## src/rtl/eeprom_blk_xfer.sv

```systemverilog
module eeprom_blk_xfer #(
  parameter int LEN_W      = 9,
  parameter int GAP_CYCLES = 15000,
  parameter int POLL_MAX   = 100,
  parameter int CHUNK      = 4
) (
  input  logic             clk,
  input  logic             rst_n,
  input  logic             req_valid,
  output logic             req_ready,
  input  logic [6:0]       req_dev,
  input  logic [7:0]       req_addr,
  input  logic [LEN_W-1:0] req_len,
  input  logic             req_rd,
  input  logic             req_legacy,
  input  logic             wr_valid,
  output logic             wr_ready,
  input  logic [7:0]       wr_data,
  output logic             rd_valid,
  input  logic             rd_ready,
  output logic [7:0]       rd_data,
  output logic             done,
  output logic             err,
  output logic             be_cmd_valid,
  input  logic             be_cmd_ready,
  output logic [1:0]       be_cmd_op,
  output logic             be_cmd_start,
  output logic             be_cmd_nack,
  output logic [7:0]       be_cmd_data,
  input  logic             be_rsp_valid,
  input  logic             be_rsp_ack,
  input  logic [7:0]       be_rsp_data
);
  localparam int GW = $clog2(GAP_CYCLES + 1);
  localparam int PW = $clog2(POLL_MAX + 1);
  localparam int CW = $clog2(CHUNK + 1);
  localparam logic [1:0] OP_SEND = 2'd0, OP_RECV = 2'd1, OP_STOP = 2'd2;

  typedef enum logic [3:0] {
    S_IDLE, S_ADR0, S_ADR1, S_GAP, S_ADR2, S_RD, S_OUT, S_WR,
    S_CSTOP, S_POLL, S_PSTOP, S_DUMMY, S_ESTOP, S_DONE
  } st_t;

  st_t             st;
  logic            pend, rd_m, leg, err_r, issue;
  logic [6:0]      dev;
  logic [7:0]      off, rdat;
  logic [LEN_W-1:0] cnt;
  logic [CW-1:0]   chk;
  logic [GW-1:0]   gap;
  logic [PW-1:0]   poll;

  wire got    = pend && be_rsp_valid;
  wire ok     = be_rsp_ack;
  wire accept = be_cmd_valid && be_cmd_ready;

  always_comb begin
    issue        = 1'b0;
    be_cmd_op    = OP_SEND;
    be_cmd_start = 1'b0;
    be_cmd_nack  = 1'b0;
    be_cmd_data  = 8'h00;
    case (st)
      S_ADR0: begin
        issue = 1'b1; be_cmd_start = 1'b1;
        be_cmd_data = leg ? {off[6:0], rd_m} : {dev, 1'b0};
      end
      S_ADR1: begin issue = 1'b1; be_cmd_data = off; end
      S_ADR2, S_POLL: begin issue = 1'b1; be_cmd_start = 1'b1; be_cmd_data = {dev, 1'b1}; end
      S_RD: begin
        issue = 1'b1; be_cmd_op = OP_RECV;
        be_cmd_nack = (cnt == LEN_W'(1));
      end
      S_DUMMY: begin issue = 1'b1; be_cmd_op = OP_RECV; be_cmd_nack = 1'b1; end
      S_WR: begin issue = wr_valid; be_cmd_data = wr_data; end
      S_CSTOP, S_PSTOP, S_ESTOP: begin issue = 1'b1; be_cmd_op = OP_STOP; end
      default: ;
    endcase
  end

  assign be_cmd_valid = issue && !pend;
  assign wr_ready     = (st == S_WR) && !pend && be_cmd_ready;
  assign req_ready    = (st == S_IDLE);
  assign done         = (st == S_DONE);
  assign err          = err_r;
  assign rd_valid     = (st == S_OUT);
  assign rd_data      = rdat;

  always_ff @(posedge clk) begin
    if (!rst_n) begin
      st <= S_IDLE; pend <= 1'b0; err_r <= 1'b0; rd_m <= 1'b0; leg <= 1'b0;
      dev <= '0; off <= '0; cnt <= '0; chk <= '0; gap <= '0; poll <= '0; rdat <= '0;
    end else begin
      if (accept) pend <= 1'b1;
      else if (got) pend <= 1'b0;
      case (st)
        S_IDLE: if (req_valid) begin
          dev <= req_dev; off <= req_addr; cnt <= req_len; rd_m <= req_rd;
          leg <= req_legacy; err_r <= 1'b0; chk <= '0;
          st <= (req_len == '0) ? S_DONE : S_ADR0;
        end
        S_ADR0: if (got) begin
          if (!ok) begin err_r <= 1'b1; st <= S_ESTOP; end
          else if (leg) st <= rd_m ? S_RD : S_WR;
          else st <= S_ADR1;
        end
        S_ADR1: if (got) begin
          if (!ok) begin err_r <= 1'b1; st <= S_ESTOP; end
          else if (rd_m) begin gap <= '0; st <= S_GAP; end
          else st <= S_WR;
        end
        S_GAP: begin
          gap <= gap + 1'b1;
          if (gap == GW'(GAP_CYCLES - 1)) st <= S_ADR2;
        end
        S_ADR2: if (got) begin
          if (ok) st <= S_RD;
          else begin err_r <= 1'b1; st <= S_ESTOP; end
        end
        S_RD: if (got) begin rdat <= be_rsp_data; st <= S_OUT; end
        S_OUT: if (rd_ready) begin
          cnt <= cnt - 1'b1;
          st <= (cnt == LEN_W'(1)) ? S_ESTOP : S_RD;
        end
        S_WR: if (got) begin
          if (!ok) begin err_r <= 1'b1; st <= S_ESTOP; end
          else begin
            cnt <= cnt - 1'b1; off <= off + 1'b1; chk <= chk + 1'b1;
            st <= (cnt == LEN_W'(1) || chk == CW'(CHUNK - 1)) ? S_CSTOP : S_WR;
          end
        end
        S_CSTOP: if (got) begin poll <= '0; st <= S_POLL; end
        S_POLL: if (got) begin
          if (ok) st <= S_DUMMY;
          else begin poll <= poll + 1'b1; st <= S_PSTOP; end
        end
        S_PSTOP: if (got) begin
          if (poll == PW'(POLL_MAX)) begin err_r <= 1'b1; st <= S_DONE; end
          else st <= S_POLL;
        end
        S_DUMMY: if (got) st <= S_ESTOP;
        S_ESTOP: if (got) begin
          if (!rd_m && !err_r && cnt != '0) begin chk <= '0; st <= S_ADR0; end
          else st <= S_DONE;
        end
        S_DONE: st <= S_IDLE;
        default: st <= S_IDLE;
      endcase
    end
  end
endmodule

```

## config.mk

```make
export PLATFORM = sky130hd
export DESIGN_NAME = eeprom_blk_xfer
export DESIGN_NICKNAME = d
export VERILOG_FILES = /design/src/rtl/eeprom_blk_xfer.sv
export SDC_FILE = /design/constraint.sdc
export NUM_CORES = 1
export LEC_CHECK = 0
export BUFFER_PORTS_ARGS = -buffer_cell sky130_fd_sc_hd__clkbuf_2
export CORE_ASPECT_RATIO = 1.4
export CORE_MARGIN = 8
export CORE_UTILIZATION = 45
export CTS_BUF_LIST = sky130_fd_sc_hd__clkbuf_2
export DETAILED_ROUTE_END_ITERATION = 12
export PLACE_DENSITY = 0.67
export SYNTH_ARGS = -nofsm -noshare
export SYNTH_HDL_FRONTEND = slang
export SYNTH_SLANG_ARGS = --single-unit
```

## constraint.sdc

```tcl
create_clock -name clk -period 2.2 [get_ports clk]
set_clock_uncertainty 0.1 [all_clocks]
set_input_delay 0.22 -clock clk [delete_from_list [all_inputs] [get_ports clk]]
set_output_delay 0.22 -clock clk [all_outputs]
set_load 0.005 [all_outputs]
```

; ---- Word level (Yosys, flattened, before mapping)
; Cells that the tools add are included.
[totals]
reg_bits = 64
input_bits = 50
out_inout_bits = 26
elab_cells = 155
[classes]
add_sub_neg = 5
eq_ne = 38
mux = 64
reduce_logical = 36
[ops]
columns = operator, n
row1 = $mux 4, 21
row2 = $pmux 4 s13, 1
row3 = $mux 14, 3
row4 = $ne 2x2->1 const B, 19
row5 = $mux 9, 4
row6 = $mux 8, 4
row7 = $pmux 8 s4, 1
row8 = $pmux 14 s2, 1
row9 = $pmux 9 s3, 1
row10 = $eq 4x4->1 const B, 6
row11 = $mux 3, 8
row12 = $mux 7, 3
row13 = $eq 4x3->1 const B, 4
row14 = $pmux 8 s2, 1
row15 = $add 14x1->14 const B, 1
row16 = $eq 14x14->1 const B, 1
row17 = $pmux 7 s2, 1
row18 = $reduce_and 13->1, 1
row19 = $reduce_and 4->1, 3
row20 = $reduce_and 6->1, 2
row21 = $eq 9x1->1 const B, 1
row22 = $logic_not 9->1, 1
row23 = $mux 1, 9
row24 = $pmux 3 s3, 1
row25 = 26 further kinds, 45

; ---- Depth between registers and ports, before layout
; Gate-level depths: netlist of the first run.
[depth]
depth_word = 6
mapped_depth = 8
ltp_nobuf = 7

; ---- Worst setup path after synthesis of the first run
; OpenSTA, ideal clock, no wires.
[synth_timing]
path_type = reg-to-reg
start = register cnt[1]
end = register st[1]
setup_time_ps = 117
arrival_ps = 1632
t_required_ps = 1983
setup_slack_ps = 351
stages_incl_launch_ff = 8
n_path_buf = 0
synth_period_minus_slack_ps = 1849
path_cell_list = dfxtp_1 inv_1 ha_1 nor4b_1 a211oi_1 o21ai_0 o31ai_1 a22o_1
[synth_between]
elab_chain_len = 6
[synth_lines]
columns = item, line_no
row1 = from (decl), 48  ; logic [LEN_W-1:0] cnt;
row2 = from (signal assigned), 98  ; dev <= req_dev; off <= req_addr; cnt <= req_len; rd_m <= req_rd;
row3 = from (signal assigned), 122  ; cnt <= cnt - 1'b1;
row4 = from (signal assigned), 128  ; cnt <= cnt - 1'b1; off <= off + 1'b1; chk <= chk + 1'b1;
row5 = $eq 9x1->1, 129  ; st <= (cnt == LEN_W'(1) || chk == CW'(CHUNK - 1)) ? S_CSTOP : S_WR;
row6 = $logic_or 1x1->1, 129
row7 = $mux 4, 129
row8 = $mux 4, 126  ; if (!ok) begin err_r <= 1'b1; st <= S_ESTOP; end
row9 = $mux 4, 125  ; S_WR: if (got) begin
row10 = $pmux 4 s13, 96  ; case (st)
row11 = to (signal assigned), 100  ; st <= (req_len == '0) ? S_DONE : S_ADR0;
row12 = to (signal assigned), 123  ; st <= (cnt == LEN_W'(1)) ? S_ESTOP : S_RD;
row13 = to (signal assigned), 129
row14 = to (decl), 44  ; st_t st;
; No other way between the ends. The select of a mux whose other input is x is not followed.
; A chain may end at the register's enable or synchronous reset.

; ---- Final worst setup path of the first run
[layout_timing]
start = register st[0]
end = output be_cmd_data[5]
[layout_between]
elab_chain_len = 3
word_cells_on_any_way = 7
cone_classes = 5 x eq/ne / 1 x mux / 1 x reduce/logical
[layout_lines]
columns = item, line_no
row1 = from (signal assigned), 100
row2 = from (signal assigned), 104  ; else if (leg) st <= rd_m ? S_RD : S_WR;
row3 = from (signal assigned), 123
row4 = $eq 4x4->1 or $eq 4x3->1 (tied branches), 63  ; case (st)
row5 = $reduce_or 2->1, 63
row6 = $pmux 8 s4 (*), 63
row7 = to (decl), 29  ; output logic [7:0] be_cmd_data,
; Every way passes the cells marked *; elsewhere a longest branch is shown, timed or not.

==> flow_summary.json, run 1 <==
{
  "wl_per_cell_um": 16.2,
  "synthAdderAreaFrac_pct": 2.88,
  "drc": 0,
  "vias": 4367,
  "worstHoldPathType": "primary input to flip-flop",
  "die_area_sq_um": 12000,
  "io_buffers": 75,
  "gp_congestion": 0.928,
  "synth-xor-area-share_pct": 3.81,
  "end_kind": "output port",
  "async_flop_share_pct": 0,
  "synth_top_family_by_area": "simple AND/OR/NAND/NOR gates",
  "setup_viol": 11,
  "cts_made_buffers": 9,
  "gr-max-usage-layer": "met2",
  "violations": "negative setup slack",
  "grtUsageTotal_pct": 20.7,
  "tightest_slew_ns": 0.595,
  "timing.slew.headroom_pct": 59.9,
  "synthTopCellsByCount": "66 x nand2_1, 64 x dfxtp_1, 54 x nor2_1, 41 x a21oi_1, 32 x o21ai_0",
  "grt_first_pass_wirelength_um": 19900,
  "syn_nets": 571,
  "timing.fmax_ghz": 0.431,
  "finalMaxSlewViolations": 0,
  "core_sq_um": 8510,
  "drive_gt1_share_pct": 26.4,
  "cap_violations": 0,
  "ys_warn_count": 0,
  "drtPass1Iterations": 7,
  "worst_ir_drop_vdd_mv": 0.751,
  "cts.clk_slew.worst_paths_ns": 0.18,
  "row_count": 40,
  "area_delta_synth_final_pct": 35.6,
  "cts_htree_levels": 3,
  "synth-seq-area-share_pct": 32.8,
  "start_util_pct": 46.0,
  "hpwlAfterDp_um": 8470,
  "leakage_nw": 2.24,
  "filler_cell_count": 786,
  "synth_top_area_share_pct": 32.8,
  "cp_data_arrival_time_ns": 2.00,
  "grt_start_max_net_pins": 24,
  "use_met3_pct": 4.49,
  "post_synth.cell_area_avg_sq_um": 7.64,
  "netlist_area_sq_um": 3910,
  "cts_tree": "yes",
  "drt_iter0_markers": 388,
  "nNetsFinal": 712,
  "grt-ovfl-total": 0,
  "final_hold_viol_count": 0,
  "synth_most_common_cell": "nand2_1",
  "ys.flop_type": "dfxtp_1",
  "fin_crit_sh_pct": 106,
  "netlist_instances": 512,
  "synth_area_leaders": "dfxtp_1 33%, nand2_1 6.3%, a21oi_1 5.2%",
  "path_max_fanout": 8,
  "grtUsageMet1_pct": 22.5,
  "antenna_found_initial": 0,
  "clk_latency_ns": 0.55,
  "grt_pass1_vias": 4318,
  "cts.sinks": 64,
  "fin_setup_tns_ns": -0.646,
  "use_met2_pct": 35.0,
  "postRouteAntennaNets": 0,
  "totalWireLength_um": 12400,
  "worstPathRequired_ns": 1.88,
  "ys_types": 74,
  "yosys.area_share.simple_pct": 30.9,
  "status": "finished with violations",
  "synthMuxAreaShare_pct": 2.56,
  "placed_area_sq_um": 4490,
  "fin_ws_ns": -0.123,
  "synth_compound_area_share_pct": 21.3,
  "critPathLaunchType": "flip-flop",
  "viasPerCell": 5.72,
  "clock_path_buffers": 2,
  "dieHeight_um": 126,
  "antenna_cells": 0,
  "post-route-min-period_ns": 2.32,
  "synth_edf_count": 0,
  "crit_type": "flip-flop to output port",
  "power_density_nw_per_um2": 987,
  "ys_ff_latch": 64,
  "yosysTopAreaCell": "dfxtp_1",
  "fin_area_sq_um": 5310,
  "io_pins": 76,
  "cts-root-buf": "clkbuf_2",
  "rsz0062_at_grt": "yes",
  "multi_input_area_sq_um": 2490,
  "dieWidth_um": 94.8,
  "seqCellArea_sq_um": 1310
}
==> layout by cell type (no fill, tap or decap), types with 9 or more instances in the layout <==
master and instances:
nand3_1 30, buf_2 9, dfxtp_1 57, xnor2_1 9
nor3_1 11, nor2_1 53, buf_4 40, a21oi_1 41
o21ai_0 24, nand2_1 66, clkbuf_2 75, dlygate4sd3_1 39
inv_1 18, mux2i_1 10, o21ai_1 10
==> flip-flops by register name, summed over array words and instances, names as in the netlist <==
signal and flops:
gap 14, cnt 9, off 8, rd_data 8
dev 7, poll 7, st 4, chk 3
err 1, leg 1, pend 1, rd_m 1
==> cells by family (layout without fill, tap and decap cells) <==
group | after synthesis | after routing
buf+inv | 50 | 196
compound gates | 128 | 128
flops | 64 | 64
fa+ha+maj | 9 | 9
xor+xnor | 17 | 17
simple gates | 234 | 234
mux | 10 | 10
==> final timing paths <==
| path | from | end | slack (ns) | cells past startpoint |
|---|---|---|---|---|
| hold reg to reg | dev[2]$_SDFFE_PN0P_ | dev[2]$_SDFFE_PN0P_ | 0.37 | 2 |
| hold / removal | req_valid | dev[3]$_SDFFE_PN0P_ | 0.03 | 4 |
| setup reg to reg | st[1]$_SDFFE_PN0P_ | poll[3]$_SDFFE_PN0P_ | -0.02 | 10 |
| setup / recovery | st[0]$_SDFFE_PN0P_ | be_cmd_data[5] | -0.12 | 6 |
==> worst max-delay path, cell delays in order, from the launching register on <==
cell and delay [ns]:
dfxtp_4 0.41, inv_2 0.14, nor2_1 0.09, and3_4 0.22, a222oi_1 0.36, o21ai_1 0.11
buf_2 0.14
==> routing by layer <==
metal,up-vias,part of all wire (%)
met5,-,0
met4,0,3.5
met3,40,6.3
met2,171,50
met1,2021,40
li1,2135,-
==> final cells by class <==
cell class	count	share of cell area [%]
clock buffer	9	0.849
clock inverter	7	1.37
inverter	20	1.46
timing repair buffer	160	22.3
tap	105	2.48
sequential	64	24.6
multi-input combinational	398	47.0
==> repair_timing <==
item	4_1_cts	5_1_grt
buffers inserted	17	3
gates cloned	1	0
gates resized for setup	33	26
setup endpoints to repair	14	17
pin swaps	8	6
hold buffers	39	0
endpoints found under the hold margin	37	0
==> report_power, final <==
part	internal [mW]	switching, mW	total, mW
registers	1.40	0.318	1.72
clock network	0.257	0.472	0.729
logic	1.25	1.53	2.79
==> stage by stage <==
stage / total power [mW] / utilization, % / setup slack [ns] / cells / hold WS [ns]
after floorplan: 3.28 / - / 0.351 / 512 / 0.264
after global placement: 4.05 / 52.7 / 0.128 / 688 / 0.343
after detailed placement: 4.08 / 52.7 / 0.0575 / 688 / 0.347
after CTS: 5.10 / 61.4 / -0.117 / 760 / 0.00173
after global routing: 5.61 / 62.4 / -0.243 / 763 / -0.00649
final: 5.24 / 62.4 / -0.123 / 763 / 0.0286
No activity file was read; power rests on OpenSTA's default activity.
==> run 2, diff against run 1 <==
PLACE_DENSITY = 0.7   (was 0.67)
clock period = 2 ns   (was 2.2 ns; I/O delays follow)
==> run 2 against run 1 <==
Against the previous run: final area up 16%; worst hold slack better by 0.14 ns; first-iteration DRC count up 25%; largest power group unchanged; global-route usage up 0.62 points; register-to-register slack worse by 0.14 ns; the flow still finishes with violations (negative setup slack); sequential cell count unchanged; total power up 36%; clock power up 28%; critical path type unchanged; die area unchanged; worst setup slack worse by 0.20 ns; non-clock buffer count up 57.
==> flow_summary.json, run 2 (synthesis gave the netlist of run 1 again) <==
{
  "dieHeight_um": 126,
  "clock_path_buffers": 2,
  "row_count": 40,
  "filler_cell_count": 625,
  "final_hold_viol_count": 0,
  "violations": "negative setup slack",
  "timing.slew.headroom_pct": 57.1,
  "regToRegEndpoint": "st[2]$_SDFFE_PN0P_",
  "grt_first_pass_wirelength_um": 20500,
  "fin_util_pct": 72.1,
  "clk_latency_ns": 0.55,
  "reg2reg_depth": 11,
  "io_pins": 76,
  "worstHoldPathType": "primary input to flip-flop",
  "whs_path_depth": 7,
  "finalMaxSlewViolations": 0,
  "cts_tree": "yes",
  "tightest_slew_ns": 0.641,
  "critPathLaunchType": "flip-flop",
  "largest_registers": "gap x14, cnt x9",
  "final_cell_mix": "74 x buf_4, 70 x clkbuf_2, 63 x nand2_1",
  "hp-start": "wr_valid",
  "wl_per_cell_um": 17.1,
  "cts.sinks": 64,
  "timing.fmax_ghz": 0.430,
  "largest_reg_flops": 14,
  "hpwlAfterDp_um": 8920,
  "power_density_nw_per_um2": 1160,
  "leakage_nw": 2.66,
  "cap_violations": 0,
  "grt_start_max_net_pins": 27,
  "core_sq_um": 8510,
  "io_buffers": 75,
  "viasPerCell": 5.79,
  "totalWireLength_um": 14000,
  "holdPathEnd": "pend$_SDFFE_PN0P_",
  "status": "finished with violations",
  "vias": 4744,
  "grt_pass1_vias": 4407,
  "post-route-min-period_ns": 2.33,
  "rsz0062_at_grt": "yes",
  "drive_gt1_share_pct": 38.7,
  "fin_ws_ns": -0.326,
  "antenna_cells": 0,
  "final_common_cell": "buf_4",
  "postRouteAntennaNets": 0,
  "hold_slack_ns": 0.170,
  "final_cells": 820,
  "end_kind": "output port",
  "path_max_fanout": 5,
  "drtPass1Iterations": 6,
  "cts_htree_levels": 3,
  "area_delta_synth_final_pct": 56.8,
  "worstPathRequired_ns": 1.70,
  "die_area_sq_um": 12000,
  "fin_setup_tns_ns": -3.25,
  "nNetsFinal": 769,
  "worst_ir_drop_vdd_mv": 0.908,
  "setup_viol": 21,
  "antenna_found_initial": 0,
  "finalPower_mw": 7.12,
  "drt_iter0_markers": 486,
  "top_register": "gap",
  "start_util_pct": 46.0,
  "drc": 0,
  "r2r_slack_ns": -0.16,
  "grtUsageTotal_pct": 21.3,
  "cts_made_buffers": 9,
  "grt-ovfl-total": 0,
  "reg2reg_from": "st[3]$_SDFFE_PN0P_",
  "place_inst": 716,
  "crit_type": "flip-flop to output port",
  "gp_congestion": 0.981,
  "cts.clk_slew.worst_paths_ns": 0.18,
  "dieWidth_um": 94.8,
  "fin_crit_sh_pct": 116,
  "cp_data_arrival_time_ns": 2.03,
  "cts-root-buf": "clkbuf_2"
}
-- run 2: worst max-delay path by stage --
stage,from,endpoint,slack (ns),cells after the start
global placement,gap[5]$_SDFFE_PN0P_,st[1]$_SDFFE_PN0P_,0.02,6
detailed placement,gap[5]$_SDFFE_PN0P_,st[1]$_SDFFE_PN0P_,0.02,6
global route,st[3]$_SDFFE_PN0P_,be_cmd_data[2],-0.45,6
finish,st[3]$_SDFFE_PN0P_,be_cmd_data[2],-0.33,6
CTS,st[3]$_SDFFE_PN0P_,be_cmd_data[1],-0.39,7
floorplan,cnt[1]$_SDFFE_PN0P_,st[1]$_SDFFE_PN0P_,0.15,7
-- run 2: area by class of cell --
| cell class | instances | area, sq um | share of cell area, % |
|---|---|---|---|
| multi-input combinational | 398 | 2780 | 45.3 |
| timing repair buffer | 217 | 1700 | 27.8 |
| sequential | 64 | 1300 | 21.3 |
| tap | 105 | 131 | 2.14 |
| clock inverter | 7 | 93.8 | 1.53 |
| inverter | 20 | 77.6 | 1.27 |
| clock buffer | 9 | 45.0 | 0.735 |
-- run 2: where the power goes --
part	leakage, nW	switching (mW)	internal [mW]
Sequential	0.526	0.350	1.54
Combinational	2.06	2.17	2.12
Clock	0.0799	0.521	0.413
Total	2.66	3.04	4.08
-- run 2: metrics by stage --
stage | cell area (sq um) | worst slack (ns)
floorplan | 3910 | 0.151
global placement | 4670 | 0.0218
detailed placement | 4670 | 0.0153
CTS | 5660 | -0.391
global route | 6130 | -0.447
finish | 6130 | -0.326
-- run 2: repair_timing --
action,CTS,global route
endpoints found under the setup margin,28,42
hold endpoints to repair,37,0
gates cloned,1,2
hold buffers,38,0
buffers inserted,25,30
resized for setup,82,85
pin swaps,20,30
-- run 2: routing by layer --
layer | global-route usage, % | routed length (um) | vias up
met2 | 35.6 | 7090 | 200
met4 | 11.1 | 478 | 0
met3 | 4.72 | 993 | 49
met5 | 0 | 0 | -
li1 | - | - | 2256
met1 | 24.5 | 5460 | 2239
-- run 2: worst max-delay path, cell delays in order, from the launching register on --
cell and delay, ns:
dfxtp_4 0.40, buf_6 0.09, and4b_2 0.26, buf_8 0.14, a222oi_1 0.35, o21ai_2 0.10
buf_2 0.14
